## config.mk

```make
export PLATFORM = sky130hd
export DESIGN_NAME = hdlc_tx_framer
export DESIGN_NICKNAME = d
export VERILOG_FILES = /design/src/rtl/hdlc_tx_pkg.sv /design/src/rtl/hdlc_crc16.sv /design/src/rtl/hdlc_stuff_ctr.sv /design/src/rtl/hdlc_tx_framer.sv
export SDC_FILE = /design/constraint.sdc
export NUM_CORES = 1
export LEC_CHECK = 0
export BUFFER_PORTS_ARGS = -buffer_cell sky130_fd_sc_hd__buf_2
export CORE_MARGIN = 2
export CORE_UTILIZATION = 50
export DETAILED_ROUTE_END_ITERATION = 8
export PLACE_DENSITY_LB_ADDON = 0.05
export SLEW_MARGIN = 5
export SYNTH_ARGS = -nofsm -noshare
export SYNTH_HDL_FRONTEND = slang
export SYNTH_SLANG_ARGS = --single-unit
```

## constraint.sdc

```tcl
create_clock -name clk -period 3.2 [get_ports clk]
set_clock_uncertainty 0.15 [all_clocks]
set_input_delay 0.32 -clock clk [delete_from_list [all_inputs] [get_ports clk]]
set_output_delay 0.32 -clock clk [all_outputs]
set_load 0.02 [all_outputs]
```

## src/rtl/hdlc_tx_pkg.sv

```systemverilog
package hdlc_tx_pkg;
  typedef enum logic [2:0] {
    ST_IDLE,
    ST_OPEN,
    ST_DATA,
    ST_FCS,
    ST_CLOSE,
    ST_ABORT
  } tx_state_e;

  localparam logic [7:0]  FLAG_PAT     = 8'h7E;
  localparam logic [15:0] CRC_POLY_REF = 16'h8408;
  localparam logic [15:0] CRC_PRESET   = 16'hFFFF;
endpackage

```

## src/rtl/hdlc_crc16.sv

```systemverilog
module hdlc_crc16
  import hdlc_tx_pkg::*;
(
  input  logic        clk,
  input  logic        rst_n,
  input  logic        init,
  input  logic        upd,
  input  logic        din,
  output logic [15:0] crc
);
  logic fb;
  assign fb = crc[0] ^ din;

  always_ff @(posedge clk) begin
    if (!rst_n || init) crc <= CRC_PRESET;
    else if (upd)       crc <= (crc >> 1) ^ (fb ? CRC_POLY_REF : 16'h0000);
  end
endmodule

```

## src/rtl/hdlc_stuff_ctr.sv

```systemverilog
module hdlc_stuff_ctr #(
  parameter int RUN = 5
) (
  input  logic clk,
  input  logic rst_n,
  input  logic clear,
  input  logic strobe,
  input  logic payload,
  input  logic din,
  output logic need
);
  localparam int CW = $clog2(RUN + 1);
  logic [CW-1:0] cnt;

  assign need = (cnt == CW'(RUN));

  always_ff @(posedge clk) begin
    if (!rst_n || clear) cnt <= '0;
    else if (strobe) begin
      if (need)         cnt <= '0;
      else if (payload) cnt <= din ? cnt + CW'(1) : '0;
    end
  end

  assert_run_bound_R5: assert property (@(posedge clk) disable iff (!rst_n)
    (strobe && need) |=> (cnt == '0));
endmodule

```

## src/rtl/hdlc_tx_framer.sv

```systemverilog
module hdlc_tx_framer
  import hdlc_tx_pkg::*;
#(
  parameter int ABORT_LEN     = 8,
  parameter int ABORT_EXT_LEN = 16,
  parameter int STUFF_RUN     = 5
) (
  input  logic       clk,
  input  logic       rst_n,
  input  logic       bit_en,
  input  logic       idle_flags,
  input  logic       abort_req,
  input  logic       abort_ext,
  input  logic       in_valid,
  input  logic [7:0] in_data,
  input  logic       in_last,
  output logic       in_ready,
  output logic       flush,
  output logic       tx_bit
);
  localparam int ACNT_W = $clog2(ABORT_EXT_LEN + 1);
  localparam logic [ACNT_W-1:0] LEN_NORM = ACNT_W'(ABORT_LEN);
  localparam logic [ACNT_W-1:0] LEN_EXT  = ACNT_W'(ABORT_EXT_LEN);

  tx_state_e         state;
  logic [3:0]        bcnt;
  logic [7:0]        shreg;
  logic              cur_last;
  logic              ext_q;
  logic [ACNT_W-1:0] acnt;
  logic [15:0]       crc;
  logic              need_stuff, stuff_state, stuff_now, load_pt, go;
  logic [ACNT_W-1:0] abort_len;

  assign go          = bit_en && !abort_req;
  assign stuff_state = (state == ST_DATA) || (state == ST_FCS) || (state == ST_CLOSE);
  assign stuff_now   = stuff_state && need_stuff;
  assign load_pt     = !stuff_now && bcnt == 4'd7 &&
                       ((state == ST_OPEN) || (state == ST_DATA && !cur_last));
  assign in_ready    = go && load_pt;
  assign abort_len   = ext_q ? LEN_EXT : LEN_NORM;

  hdlc_crc16 u_crc (
    .clk  (clk),
    .rst_n(rst_n),
    .init (state == ST_OPEN),
    .upd  (go && state == ST_DATA && !stuff_now),
    .din  (shreg[0]),
    .crc  (crc)
  );

  hdlc_stuff_ctr #(.RUN(STUFF_RUN)) u_stuff (
    .clk    (clk),
    .rst_n  (rst_n),
    .clear  (!stuff_state),
    .strobe (go && stuff_state),
    .payload((state == ST_DATA) || (state == ST_FCS)),
    .din    ((state == ST_DATA) ? shreg[0] : ~crc[bcnt]),
    .need   (need_stuff)
  );

  always_ff @(posedge clk) begin
    if (!rst_n) flush <= 1'b0;
    else        flush <= abort_req;
  end

  always_ff @(posedge clk) begin
    if (!rst_n) begin
      state    <= ST_IDLE;
      bcnt     <= '0;
      shreg    <= '0;
      cur_last <= 1'b0;
      ext_q    <= 1'b0;
      acnt     <= '0;
      tx_bit   <= 1'b1;
    end else if (abort_req) begin
      state <= ST_ABORT;
      ext_q <= abort_ext;
      bcnt  <= '0;
      if (bit_en) begin
        tx_bit <= 1'b1;
        acnt   <= ACNT_W'(1);
      end else begin
        acnt <= '0;
      end
    end else if (bit_en) begin
      case (state)
        ST_IDLE: begin
          if (in_valid && bcnt == 4'd0) begin
            tx_bit <= FLAG_PAT[0];
            bcnt   <= 4'd1;
            state  <= ST_OPEN;
          end else if (idle_flags) begin
            tx_bit <= FLAG_PAT[bcnt[2:0]];
            bcnt   <= {1'b0, bcnt[2:0] + 3'd1};
          end else begin
            tx_bit <= 1'b1;
            bcnt   <= '0;
          end
        end
        ST_OPEN, ST_DATA: begin
          if (stuff_now) begin
            tx_bit <= 1'b0;
          end else begin
            tx_bit <= (state == ST_OPEN) ? FLAG_PAT[bcnt[2:0]] : shreg[0];
            shreg  <= shreg >> 1;
            if (bcnt == 4'd7) begin
              bcnt <= '0;
              if (state == ST_DATA && cur_last) begin
                state <= ST_FCS;
              end else if (in_valid) begin
                shreg    <= in_data;
                cur_last <= in_last;
                state    <= ST_DATA;
              end else begin
                state <= ST_ABORT;
                ext_q <= abort_ext;
                acnt  <= '0;
              end
            end else begin
              bcnt <= bcnt + 4'd1;
            end
          end
        end
        ST_FCS: begin
          if (stuff_now) tx_bit <= 1'b0;
          else begin
            tx_bit <= ~crc[bcnt];
            if (bcnt == 4'd15) begin
              state <= ST_CLOSE;
              bcnt  <= '0;
            end else bcnt <= bcnt + 4'd1;
          end
        end
        ST_CLOSE: begin
          if (stuff_now) tx_bit <= 1'b0;
          else begin
            tx_bit <= FLAG_PAT[bcnt[2:0]];
            if (bcnt == 4'd7) begin
              state <= ST_IDLE;
              bcnt  <= '0;
            end else bcnt <= bcnt + 4'd1;
          end
        end
        default: begin
          tx_bit <= 1'b1;
          if (acnt + ACNT_W'(1) >= abort_len) begin
            state <= ST_IDLE;
            bcnt  <= '0;
            acnt  <= '0;
          end else acnt <= acnt + ACNT_W'(1);
        end
      endcase
    end
  end

  assert_ready_on_strobe_R6: assert property (@(posedge clk) disable iff (!rst_n)
    in_ready |-> bit_en);
  assert_flush_follows_R9: assert property (@(posedge clk) disable iff (!rst_n)
    abort_req |=> flush);
  assert_line_hold_R1: assert property (@(posedge clk) disable iff (!rst_n)
    !bit_en |=> $stable(tx_bit));
  assert_stuff_zero_R5: assert property (@(posedge clk) disable iff (!rst_n)
    (go && stuff_now) |=> !tx_bit);
  assert_abort_ones_R7: assert property (@(posedge clk) disable iff (!rst_n)
    (bit_en && state == ST_ABORT) |=> tx_bit);
  assert_no_ready_in_abort_R7: assert property (@(posedge clk) disable iff (!rst_n)
    abort_req |-> !in_ready);
endmodule

```

# [Word-level counts from Yosys, hierarchy flattened]
# Memories as Yosys holds them, arrays and structs flattened. A register that Yosys moved wholly into a read port is not among the register bits.
# Cells that the tools add are included.
[totals] reg_bits=43 latchBits=0 ramBits=0 mem_bits_ro=8 in_bits=16 elab_cells=157 memories=1
[mem_list] name="(name not given)" depth=8 width=1 rd=1 rd_clocked_by_memory_dff=1 write_ports=0 line_no="hdlc_tx_framer.sv:138" text="tx_bit <= FLAG_PAT[bcnt[2:0]];"
[classes] addsub=4 mul=0 div=0 magnitude_cmp=3 eq_ne=28 n_shift=0 muxes=61 bitwise=7 reduce_logical=42
[ops] cell="$mux W3" n=19
[ops] cell="$mux W5" n=8
[ops] cell="$mux W8" n=3
[ops] cell="$ne A3 B3 Y1 const B" n=7
[ops] cell="$mux W1" n=20
[ops] cell="$mux W4" n=5
[ops] cell="$ne A2 B2 Y1 const B" n=9
[ops] cell="$reduce_and A9 Y1" n=2
[ops] cell="$mux W16" n=1
[ops] cell="$xor A15 B16 Y16" n=1
[ops] cell="$pmux W3 S4" n=1
[ops] cell="$pmux W4 S3" n=1
[ops] cell="$reduce_and A6 Y1" n=2
[ops] cell="$logic_and A1 B1 Y1" n=11
[ops] cell="$pmux W5 S2" n=1
[ops] cell="$reduce_and A4 Y1" n=2
[ops] cell="$reduce_bool A2 Y1" n=4
[ops] cell="$reduce_and A7 Y1" n=1
[ops] cell="$add A3 B1 Y3 const B" n=2
[ops] cell="$eq A3 B2 Y1 const B" n=2
[ops] cell="$eq A3 B3 Y1 const B" n=2
[ops] cell="$ne A2 B1 Y1 const B" n=3
[ops] cell="$ne A3 B2 Y1 const B" n=2
[ops] cell="$reduce_bool A6 Y1" n=1
[ops] cell="21 further kinds" n=35

# [Depth between registers and ports, before layout]
# Gate-level depths: netlist of the first run.
[depth] word_depth=8 depth_mapped=9 depth_no_buf=9

# [Hierarchy]
# From an unflattened synthesis of the first run, not the netlist that was laid out.
[hier_totals] hier_cells=295 area_unflattened_um2=2597.5
[by_module_without_submodules] module="hdlc_tx_framer" instances=1 cells_per_inst=216 area_each_um2=1773.0
[by_module_without_submodules] module="hdlc_crc16" instances=1 cells_per_inst=57 area_each_um2=630.6
[by_module_without_submodules] module="hdlc_stuff_ctr" instances=1 cells_per_inst=22 area_each_um2=193.9

# [Worst setup path before layout of the first run]
# Ideal clock, no wire load.
[synth_timing] kind="reg2reg" from="reg acnt[0]" to="reg state[2]" setup_ns=0.115 arrival_ns=2.193 path_slack_ns=0.743 path_stages_with_launch=10 n_path_buf=0 cell_sequence="dfxtp_1 ha_1 nand3_1 xnor2_1 ha_1 nand4_1 a31o_2 or2_1 mux2_1 o21a_1"
[synth_via] elab_chain_cells=4
[synth_rtl] item="from (decl)" line_no="hdlc_tx_framer.sv:30" text="logic [ACNT_W-1:0] acnt;"
[synth_rtl] item="from (signal assigned)" line_no="hdlc_tx_framer.sv:151" text="end else acnt <= acnt + ACNT_W'(1);"
[synth_rtl] item="$add A5 B1 Y5" line_no="hdlc_tx_framer.sv:147" text="if (acnt + ACNT_W'(1) >= abort_len) begin"
[synth_rtl] item="$ge A5 B5 Y1" line_no="hdlc_tx_framer.sv:147"
[synth_rtl] item="$reduce_bool A6 Y1 (no source line)"
[synth_rtl] item="$reduce_and A9 Y1 (no source line)"
[synth_rtl] item="to (signal assigned)" line_no="hdlc_tx_framer.sv:130" text="state <= ST_CLOSE;"
[synth_rtl] item="to (signal assigned)" line_no="hdlc_tx_framer.sv:140" text="state <= ST_IDLE;"
[synth_rtl] item="to (signal assigned)" line_no="hdlc_tx_framer.sv:148" text="state <= ST_IDLE;"
[synth_rtl] item="to (decl)" line_no="hdlc_tx_framer.sv:25" text="tx_state_e state;"
# No other way between the ends.
# A chain may end at the register's enable or synchronous reset.

# [Worst setup path in the final report of the first run]
# Same ends and word-level chain as after synthesis.

==> impl_results.md, run 1 <==
* Clock sinks at 44
* Final std cells w/o fill at 395
* Reg2Reg Launch Point: acnt[0]
* R2R Path End: state[2]
* Remaining global-route overflow at 0
* Post-synth EDFFs at 0
* CP Launch Type: flop
* Setup CP Type: flop to flop
* Most frequent cell after synthesis: nand2_1
* Post-Syn Area at 2640 µm²
* Clk buf depth at 2
* Top_reg_cell synth: dfxtp_1
* Cells resized by post-CTS repair at 0
* Worst setup EP type: flop
* Origin of the worst setup path: acnt[0]
* Clock Power Share at between 30% and 40%
* Leakage power at 0.00116 µW
* Setup bufs post-CTS at 0
* Overall Global Routing Usage at 20.1%
* Drt first pass iters at 4
* Comb pwr share at 13.2%
* Final WL at ~5500 µm
* Nets at 348
* Final hold viol count at 0
* Total CTS buffers at 5
* Post-detail-place hpwl at 3870 µm
* Largest net degree at the start of global routing at 24
* Syn_nets at 337
* Area delta synth->final at 8.25%
* Hold Path End: shreg[7]
* Final hold slack at 0.127 ns
* Cell taking the most area after synthesis: dfxtp_1
* Routed wire per std cell at 13.9 µm
* Max-slew headroom at between 50% and 60%
* First-pass GRT wire length at 9760 µm
* Worst-Margin Slew at between 0.6 and 0.7 ns
* Synth top area share at 33.4%
* # rows at 26
* Share of layout cells above drive strength 1 at 12.3%
* RSZ-0062 raised after global routing: no
* Synth warn at 0
* Vias/cell at 5.61
* DRT antenna net count at 0
* Asr flop ratio synth at 0%
* Mapped Avg Cell Area at 8.43 µm²
* Critical path arrival at 2.67 ns
* DIE WIDTH at 76.7 µm
* Antenna diodes at 0
* Fin util at 56.0%
* Setup tns final at 0 ns
* Clk_lat worst skew at 0.29 ns
* Core Box Area at between 5000 and 6000 µm²
* Worst Hold Depth at 3
* Min-delay worst type: input pin to flop
* Initial Util at roughly half
* Area contributors post-synth: dfxtp_1, nand2_1, mux2i_1
* Total power at 1080 µW
* Vias in the first global route at about 2,100
* CP required at roughly 3.2 ns
* Period utilisation layout at 82.3%
* R2R depth at 9
* Max Slew Vio Count at 0
* Drt drc at 0
* First DRT Iteration DRCs at 194
* Crit-path max FO at 7
* Clock-pin transition on the worst setup and hold timing paths at around 0.08 ns
* CTS tree: done
* H-tree depth at 2
* Gate Count Post-Synth at 313
* I/O pins at 19
* PwrDens at 377 nW/µm²
* Initial antenna violation count at 0
* Synth cell types at 66
* Reg power frac at 53.4%
* Net Sw Frac at 26.1%
* Cell-internal power at just under 800 µW
* Die Ht at 76.7 µm
* Fmax achieved at 380 MHz
* Min Tclk post-route at 2.63 ns
* Hold Crit Start: in_data[7]
* Status: finished, final reports clean
* Fillers at roughly 490
* Flop2flop setup slack at between 0.5 and 0.6 ns
* Via count at 2,216
* Placer Congestion at 0.828
* Die area at 5880 µm²
* Maximum vdd drop at roughly 270 µV
* Switching power at 281 µW
* IO buf count at 18
* Endpoints failing setup at 0
* Most frequent cells after synthesis: nand2_1, dfxtp_1, nand3_1
* Clk root buf: clkbuf_8
* Max Cap Viol at 0
* Register area share after synthesis at ~33%
* Placed cells at 387
* Register bit total from synthesis at 44
* Hold_buf cts at 0
worst max-delay path, stage by stage, from the launching register on:
cell     delay (ns)
dfxtp_1        0.42
ha_1           0.26
nand3_1        0.11
xnor2_1        0.15
ha_1           0.29
nand4_1        0.10
a31o_2         0.30
or2_1          0.27
mux2_1         0.31
o21a_1         0.16
layout make-up:
cell class | count | area (µm²) | share of cell area, %
Multi-Input combinational cell | 242 | 1640 | 57.3
Sequential cell | 44 | 881 | 30.8
Timing Repair Buffer | 23 | 128 | 4.47
Tap cell | 70 | 87.6 | 3.06
Clock buffer | 7 | 86.3 | 3.02
Inverter | 8 | 30.0 | 1.05
Clock inverter | 1 | 7.51 | 0.263
sequential cells by signal (all words and copies together) (netlist names), named ones only:
register	count
ext_q	1
u_stuff.cnt	3
state	3
acnt	5
tx_bit	1
flush	1
bcnt	4
shreg	8
u_crc.crc	16
cur_last	1
power groups by stage:
stage                     sequential [µW]  clock, µW  combinational [µW]
final                                 575        360                 142
after global routing                  577        394                 159
after CTS                             575        375                 142
after detailed placement              587          0                 141
after global placement                587          0                 142
after floorplan                       579          0                 112
kinds of logic after synthesis:
logic type | after synthesis | share of synthesized area, %
compound gates | 72 | 21.2
xor+xnor | 6 | 1.99
fa+ha+maj | 8 | 3.79
buf+inv | 27 | 4.60
flops | 44 | 33.4
mux | 17 | 7.77
simple gates | 139 | 27.3
placed cells by master (no fill, tap or decap), drive strengths merged, types with 5 or more instances in the layout:
cell / instances
dfxtp: 44
mux2i: 13
nand3: 22
o211a: 8
nor2: 14
or3b: 5
inv: 8
a21boi: 7
ha: 8
o211ai: 6
a21oi: 7
nor2b: 8
clkbuf: 7
o21ai: 17
nand2: 55
buf: 23
o21a: 5
nand2b: 9
per-layer routing:
layer  vias up  GRT usage, %  wire (µm)
met2        41          31.3       2500
li1       1143             -          -
met5         -             0          0
met4         0          6.73         49
met3         5          3.76        203
met1      1027          27.9       2720
worst max path at each step:
| stage | to | slack [ns] | depth (start not counted) |
|---|---|---|---|
| finish | state[2] | 0.57 | 9 |
| global route | flop | 0.41 | 9 |
| CTS | state[2] | 0.57 | 9 |
| detailed placement | state[2] | 0.59 | 9 |
| global placement | state[2] | 0.66 | 9 |
| floorplan | state[2] | 0.74 | 9 |
through the flow:
stage	area, µm²	setup WS [ns]
6_report	2860	0.566
3_5_place_dp	2760	0.586
3_3_place_gp	2760	0.664
5_1_grt	2860	0.406
2_1_floorplan	2640	0.743
4_1_cts	2860	0.572
(Power assumes the default switching activity.)
==> inputs of run 2 (changes only) <==
Clock period 3.2 ns to 2.3 ns, I/O delays scaled along.
==> impl_results.md, run 2 (same netlist as run 1, synthesis figures left out) <==
* Status: finished with violations
* Failing checks: setup timing
* Clk buf depth at 2 (unchanged)
* Period utilisation layout at 104% (+22 points)
* Core Box Area at 5110 µm² (unchanged)
* Total CTS buffers at 5 (unchanged)
* Largest registers: u_crc.crc x16, shreg x8, acnt x5
* First DRT Iteration DRCs at 123 (-37%)
* Cell-internal power at 1110 µW (+39%)
* Place WS at -0.0434 ns (-0.629 ns)
* CP Launch Type: flop
* Endpoints failing setup at 3 (+3)
* Fmax achieved at 418 MHz (+10%)
* Worst setup EP type: flop
* Final std cells w/o fill at 419 (+6.1%)
* Placed instance area at 2990 µm² (+8.0%)
* Post-detail-place hpwl at 4100 µm (+6.1%)
* Share of layout cells above drive strength 1 at 25.2% (+13 points)
* Finished Cell Area at 3180 µm² (+11%)
* Routed wire per std cell at 13.9 µm (+0.54%)
* I/O pins at 19 (unchanged)
* Setup CP Type: flop to flop
* Min-delay worst type: input pin to flop
* First-pass GRT wire length at 9980 µm (+2.3%)
* # rows at 26 (unchanged)
* Max Slew Vio Count at 0 (unchanged)
* DIE WIDTH at 76.7 µm (unchanged)
* Net Sw Frac at 27.5% (+1.4 points)
* Hold_buf cts at 0 (unchanged)
* Fillers at 454 (-6.8%)
* Antenna diodes at 0 (unchanged)
* Hold Crit Start: in_data[7]
* Initial antenna violation count at 0 (unchanged)
* Final hold viol count at 0 (unchanged)
* Setup tns final at -0.204 ns (-0.204 ns)
* Die Ht at 76.7 µm (unchanged)
* Nets at 373 (+7.2%)
* CTS tree: done
* Die area at 5880 µm² (unchanged)
* Via count at 2,333 (+5.3%)
* Placer Congestion at 0.834 (+0.68%)
* Placed cells at 411 (+6.2%)
* PwrDens at 481 nW/µm² (+28%)
* Comb pwr share at 17.8% (+4.6 points)
* H-tree depth at 2 (unchanged)
* DRT antenna net count at 0 (unchanged)
* Worst setup margin at -0.0901 ns (-0.656 ns)
* Clock-pin transition on the worst setup and hold timing paths at 0.09 ns (about the same)
* Max Cap Viol at 0 (unchanged)
* Leakage power at 0.00133 µW (+14%)
* Remaining global-route overflow at 0 (unchanged)
* Reg2Reg Launch Point: acnt[1]
* Worst-Margin Slew at 0.593 ns (-0.0562 ns)
* Most frequent cells in the layout: nand2_1, dfxtp_1, buf_4, nand3_1, buf_2
* Min Tclk post-route at 2.39 ns (-0.244 ns)
* Final WL at 5840 µm (+6.6%)
* Top reg by flops: u_crc.crc
* Overall Global Routing Usage at 20.7% (+0.63 points)
* Origin of the worst setup path: acnt[1]
* Reg power frac at 51.5% (-1.9 points)
* Commonest non-fill, non-tap cell in the layout: nand2_1
* Clock sinks at 44 (unchanged)
* Max-slew headroom at 60.4% (+3.7 points)
* Initial Util at 51.7% (unchanged)
* IO buf count at 18 (unchanged)
* RSZ-0062 raised after global routing: yes
* Critical path arrival at 2.43 ns (-0.24 ns)
* Area delta synth->final at 20.5%
* Largest net degree at the start of global routing at 24 (unchanged)
* Clk_lat worst skew at 0.30 ns (about the same)
* Switching power at 421 µW (+50%)
* Max reg flops at 16 (unchanged)
* Maximum vdd drop at 328 µV (+20%)
* CP required at 2.34 ns (-0.90 ns)
* Crit-path max FO at 6 (-1)
* Clk root buf: clkbuf_8
* Final hold slack at 0.0281 ns (-0.0991 ns)
* Clock Power Share at 30.7% (-2.8 points)
* Drt drc at 0 (unchanged)
* Vias/cell at 5.57 (-0.75%)
* Drt first pass iters at 4 (unchanged)
* Vias in the first global route at 2,154 (+2.3%)
run 2: what timing repair did:
| action | in CTS | in global routing |
|---|---|---|
| hold endpoints to repair | 0 | 0 |
| buffers inserted | 0 | 1 |
| resized for setup | 0 | 23 |
| pin swaps | 0 | 6 |
| endpoints found under the setup margin | 3 | 12 |
run 2: area by class of cell:
cell class,instances,area (µm²),share of cell area (%)
clock buffer,5,68.8,2.16
clock inverter,2,11.3,0.354
inverter,8,30.0,0.944
multi-input combinational,242,1760,55.4
sequential,44,892,28.0
tap,70,87.6,2.75
timing repair buffer,48,328,10.3
run 2: worst paths after layout:
kind | endpoint | slack (ns) | cells after the start
hold / removal | shreg[7] | 0.03 | 3
hold reg to reg | shreg[7] | 0.32 | 2
setup / recovery | state[2] | -0.09 | 9
setup reg to reg | state[2] | -0.09 | 9
run 2: through the flow:
stage                     power, µW  utilization [%]
after floorplan                 967                -
after global placement         1050             58.5
after detailed placement       1050             58.5
after CTS                      1530             60.0
after global routing           1610             62.3
final                          1530             62.3
run 2: power by group through the flow:
stage	Combinational, µW	Clock, µW	Sequential, µW
detailed placement	246	0	807
floorplan	161	0	806
global route	300	515	791
global placement	246	0	806
finish	272	470	788
CTS	248	490	789
run 2: critical path, cell delays in order, from the launching register on:
cell,delay (ns)
dfxtp_4,0.37
ha_4,0.14
nand3_4,0.08
xnor2_2,0.15
ha_1,0.31
nand4_1,0.13
a31o_4,0.28
or2_4,0.24
mux2_4,0.29
o21a_1,0.16
run 2: layer usage:
metal	vias to the layer above	global-route usage (%)	wire length, µm
li1	1199	-	-
met1	1097	28.5	2970
met2	28	32.4	2600
met3	9	4.12	166
met4	0	7.27	95
met5	-	0	0
==> inputs of run 3 (changes only) <==
Settings changed: CORE_ASPECT_RATIO set to 1.75, SKIP_CTS_REPAIR_TIMING set to 1.
==> impl_results.md, run 3 (same netlist as run 1, synthesis figures left out) <==
* Placer Congestion at 0.980 (+17%)
* Routed wire per std cell at 16.6 µm (+19%)
* Final WL at 6670 µm (+14%)
* Leakage power at 0.00133 µW (about the same)
* RSZ-0062 raised after global routing: yes
* CP Launch Type: flop
* Clock-pin transition on the worst setup and hold timing paths at 0.10 ns (about the same)
* Largest registers: u_crc.crc x16, shreg x8, acnt x5
* Slowest cell on crit path: dfxtp_2
* Area delta synth->final at 19.0%
* Overall Global Routing Usage at 23.8% (+3.1 points)
* Placed instance area at 2980 µm² (-0.29%)
* Nets at 371 (-0.54%)
* CTS tree: done
* Initial antenna violation count at 0 (unchanged)
* Core Box Area at 5170 µm² (+1.2%)
* DIE WIDTH at 58.9 µm (-23%)
* Min-delay worst type: input pin to flop
* Final hold viol count at 0 (unchanged)
* Crit path buf inv count at 0 (unchanged)
* Failing checks: setup timing
* Max-slew headroom at 59.3% (-1.1 points)
* Commonest non-fill, non-tap cell in the layout: nand2_1
* Maximum vdd drop at 342 µV (+4.1%)
* Crit-path max FO at 4 (-2)
* IO buf count at 18 (unchanged)
* Drt first pass iters at 4 (unchanged)
* Drt drc at 0 (unchanged)
* Die Ht at 100 µm (+31%)
* Initial Util at 51.1% (-0.60 points)
* First-pass GRT wire length at 10,700 µm (+6.9%)
* Clk_lat worst skew at 0.31 ns (about the same)
* Top reg by flops: u_crc.crc
* H-tree depth at 2 (unchanged)
* Final hold slack at 0.0242 ns (-0.00387 ns)
* Max Cap Viol at 0 (unchanged)
* CP required at 2.37 ns (+0.03 ns)
* Family with the most delay on the worst path: simple AND/OR/NAND/NOR gates
* Fmax achieved at 414 MHz (-1.0%)
* Clk buf depth at 2 (unchanged)
* PwrDens at 538 nW/µm² (+12%)
* Worst path cell trace: ha_4, nand3_2, xnor2_2, ha_1, nand4_1, a31o_4, or2_4, mux2_4, o21a_1
* Antenna diodes at 0 (unchanged)
* Min Tclk post-route at 2.42 ns (+0.0250 ns)
* Via count at 2,413 (+3.4%)
* Max reg flops at 16 (unchanged)
* Setup CP Type: flop to flop
* Vias in the first global route at 2,341 (+8.7%)
* Remaining global-route overflow at 0 (unchanged)
* First DRT Iteration DRCs at 81 (-34%)
* Finished Cell Area at 3140 µm² (-1.3%)
* Worst setup EP type: flop
* Fillers at 488 (+7.5%)
* Worst setup margin at -0.115 ns (-0.0250 ns)
* Period utilisation layout at 105% (+1.1 points)
* Clock sinks at 44 (unchanged)
* Critical path arrival at 2.48 ns (+0.05 ns)
* Share of layout cells above drive strength 1 at 21.6% (-3.7 points)
* I/O pins at 19 (unchanged)
* Post-detail-place hpwl at 5030 µm (+23%)
* Total power at 1690 µW (+11%)
* Total CTS buffers at 5 (unchanged)
* Clk root buf: clkbuf_8
* # rows at 35 (+35%)
* Place WS at -0.0452 ns (-0.00176 ns)
* Slowest stage delay, CP at 0.37 ns (about the same)
* DRT antenna net count at 0 (unchanged)
* Vias/cell at 5.99 (+7.5%)
* Most frequent cells in the layout: nand2_1, dfxtp_1, buf_4, nand3_1, buf_2
* Status: finished with violations
* Largest net degree at the start of global routing at 24 (unchanged)
* Die area at 5900 µm² (+0.39%)
* Max Slew Vio Count at 0 (unchanged)
* Endpoints failing setup at 5 (+2)
* Worst-Margin Slew at 0.610 ns (+0.0171 ns)
run 3: cell types whose count changed in the layout (fill, tap and decap cells not counted), sizes merged:
cell	change
bufinv	+1
inv	-1
buf	-2
clkbuf	+1
run 3: worst paths after layout:
check	depth (start not counted)	startpoint	endpoint	slack, ns
setup / recovery	9	acnt[1]	state[2]	-0.12
hold / removal	3	in_data[7]	shreg[7]	0.02
setup reg to reg	9	acnt[1]	state[2]	-0.12
hold reg to reg	2	shreg[7]	shreg[7]	0.33
run 3: final cells by class:
cell class	instances	area, µm²	area share (%)
Tap cell	55	68.8	2.19
Inverter	8	30.0	0.956
Multi-Input combinational cell	242	1690	53.9
Clock inverter	2	38.8	1.23
Sequential cell	44	887	28.2
Timing Repair Buffer	46	342	10.9
Clock buffer	6	82.6	2.63
run 3: metrics by stage:
stage | TNS [ns] | util, % | std cells
3_5_place_dp | -0.0998 | 57.6 | 394
6_report | -0.396 | 60.8 | 403
5_1_grt | -1.49 | 60.8 | 403
4_1_cts | -0.147 | 60.0 | 402
3_3_place_gp | -0.00351 | 57.6 | 394
2_1_floorplan | 0 | - | 313
run 3: power breakdown:
part           total, µW  switching, µW  internal, µW
clock                643            288           356
combinational        258            141           117
sequential           790           12.5           778
run 3: worst register-to-register path, cell delays in order, from the launching register on:
cell and delay, ns:
dfxtp_2 0.37, ha_4 0.14, nand3_2 0.09, xnor2_2 0.15
ha_1 0.30, nand4_1 0.14, a31o_4 0.28, or2_4 0.25
mux2_4 0.29, o21a_1 0.16
run 3: routing by layer:
layer | GRT usage, % | wire length (µm) | vias to the layer above
li1 | - | - | 1184
met1 | 22.7 | 2510 | 1168
met2 | 43.9 | 3620 | 37
met3 | 4.38 | 141 | 24
met4 | 15.9 | 404 | 0
met5 | 0 | 0 | -
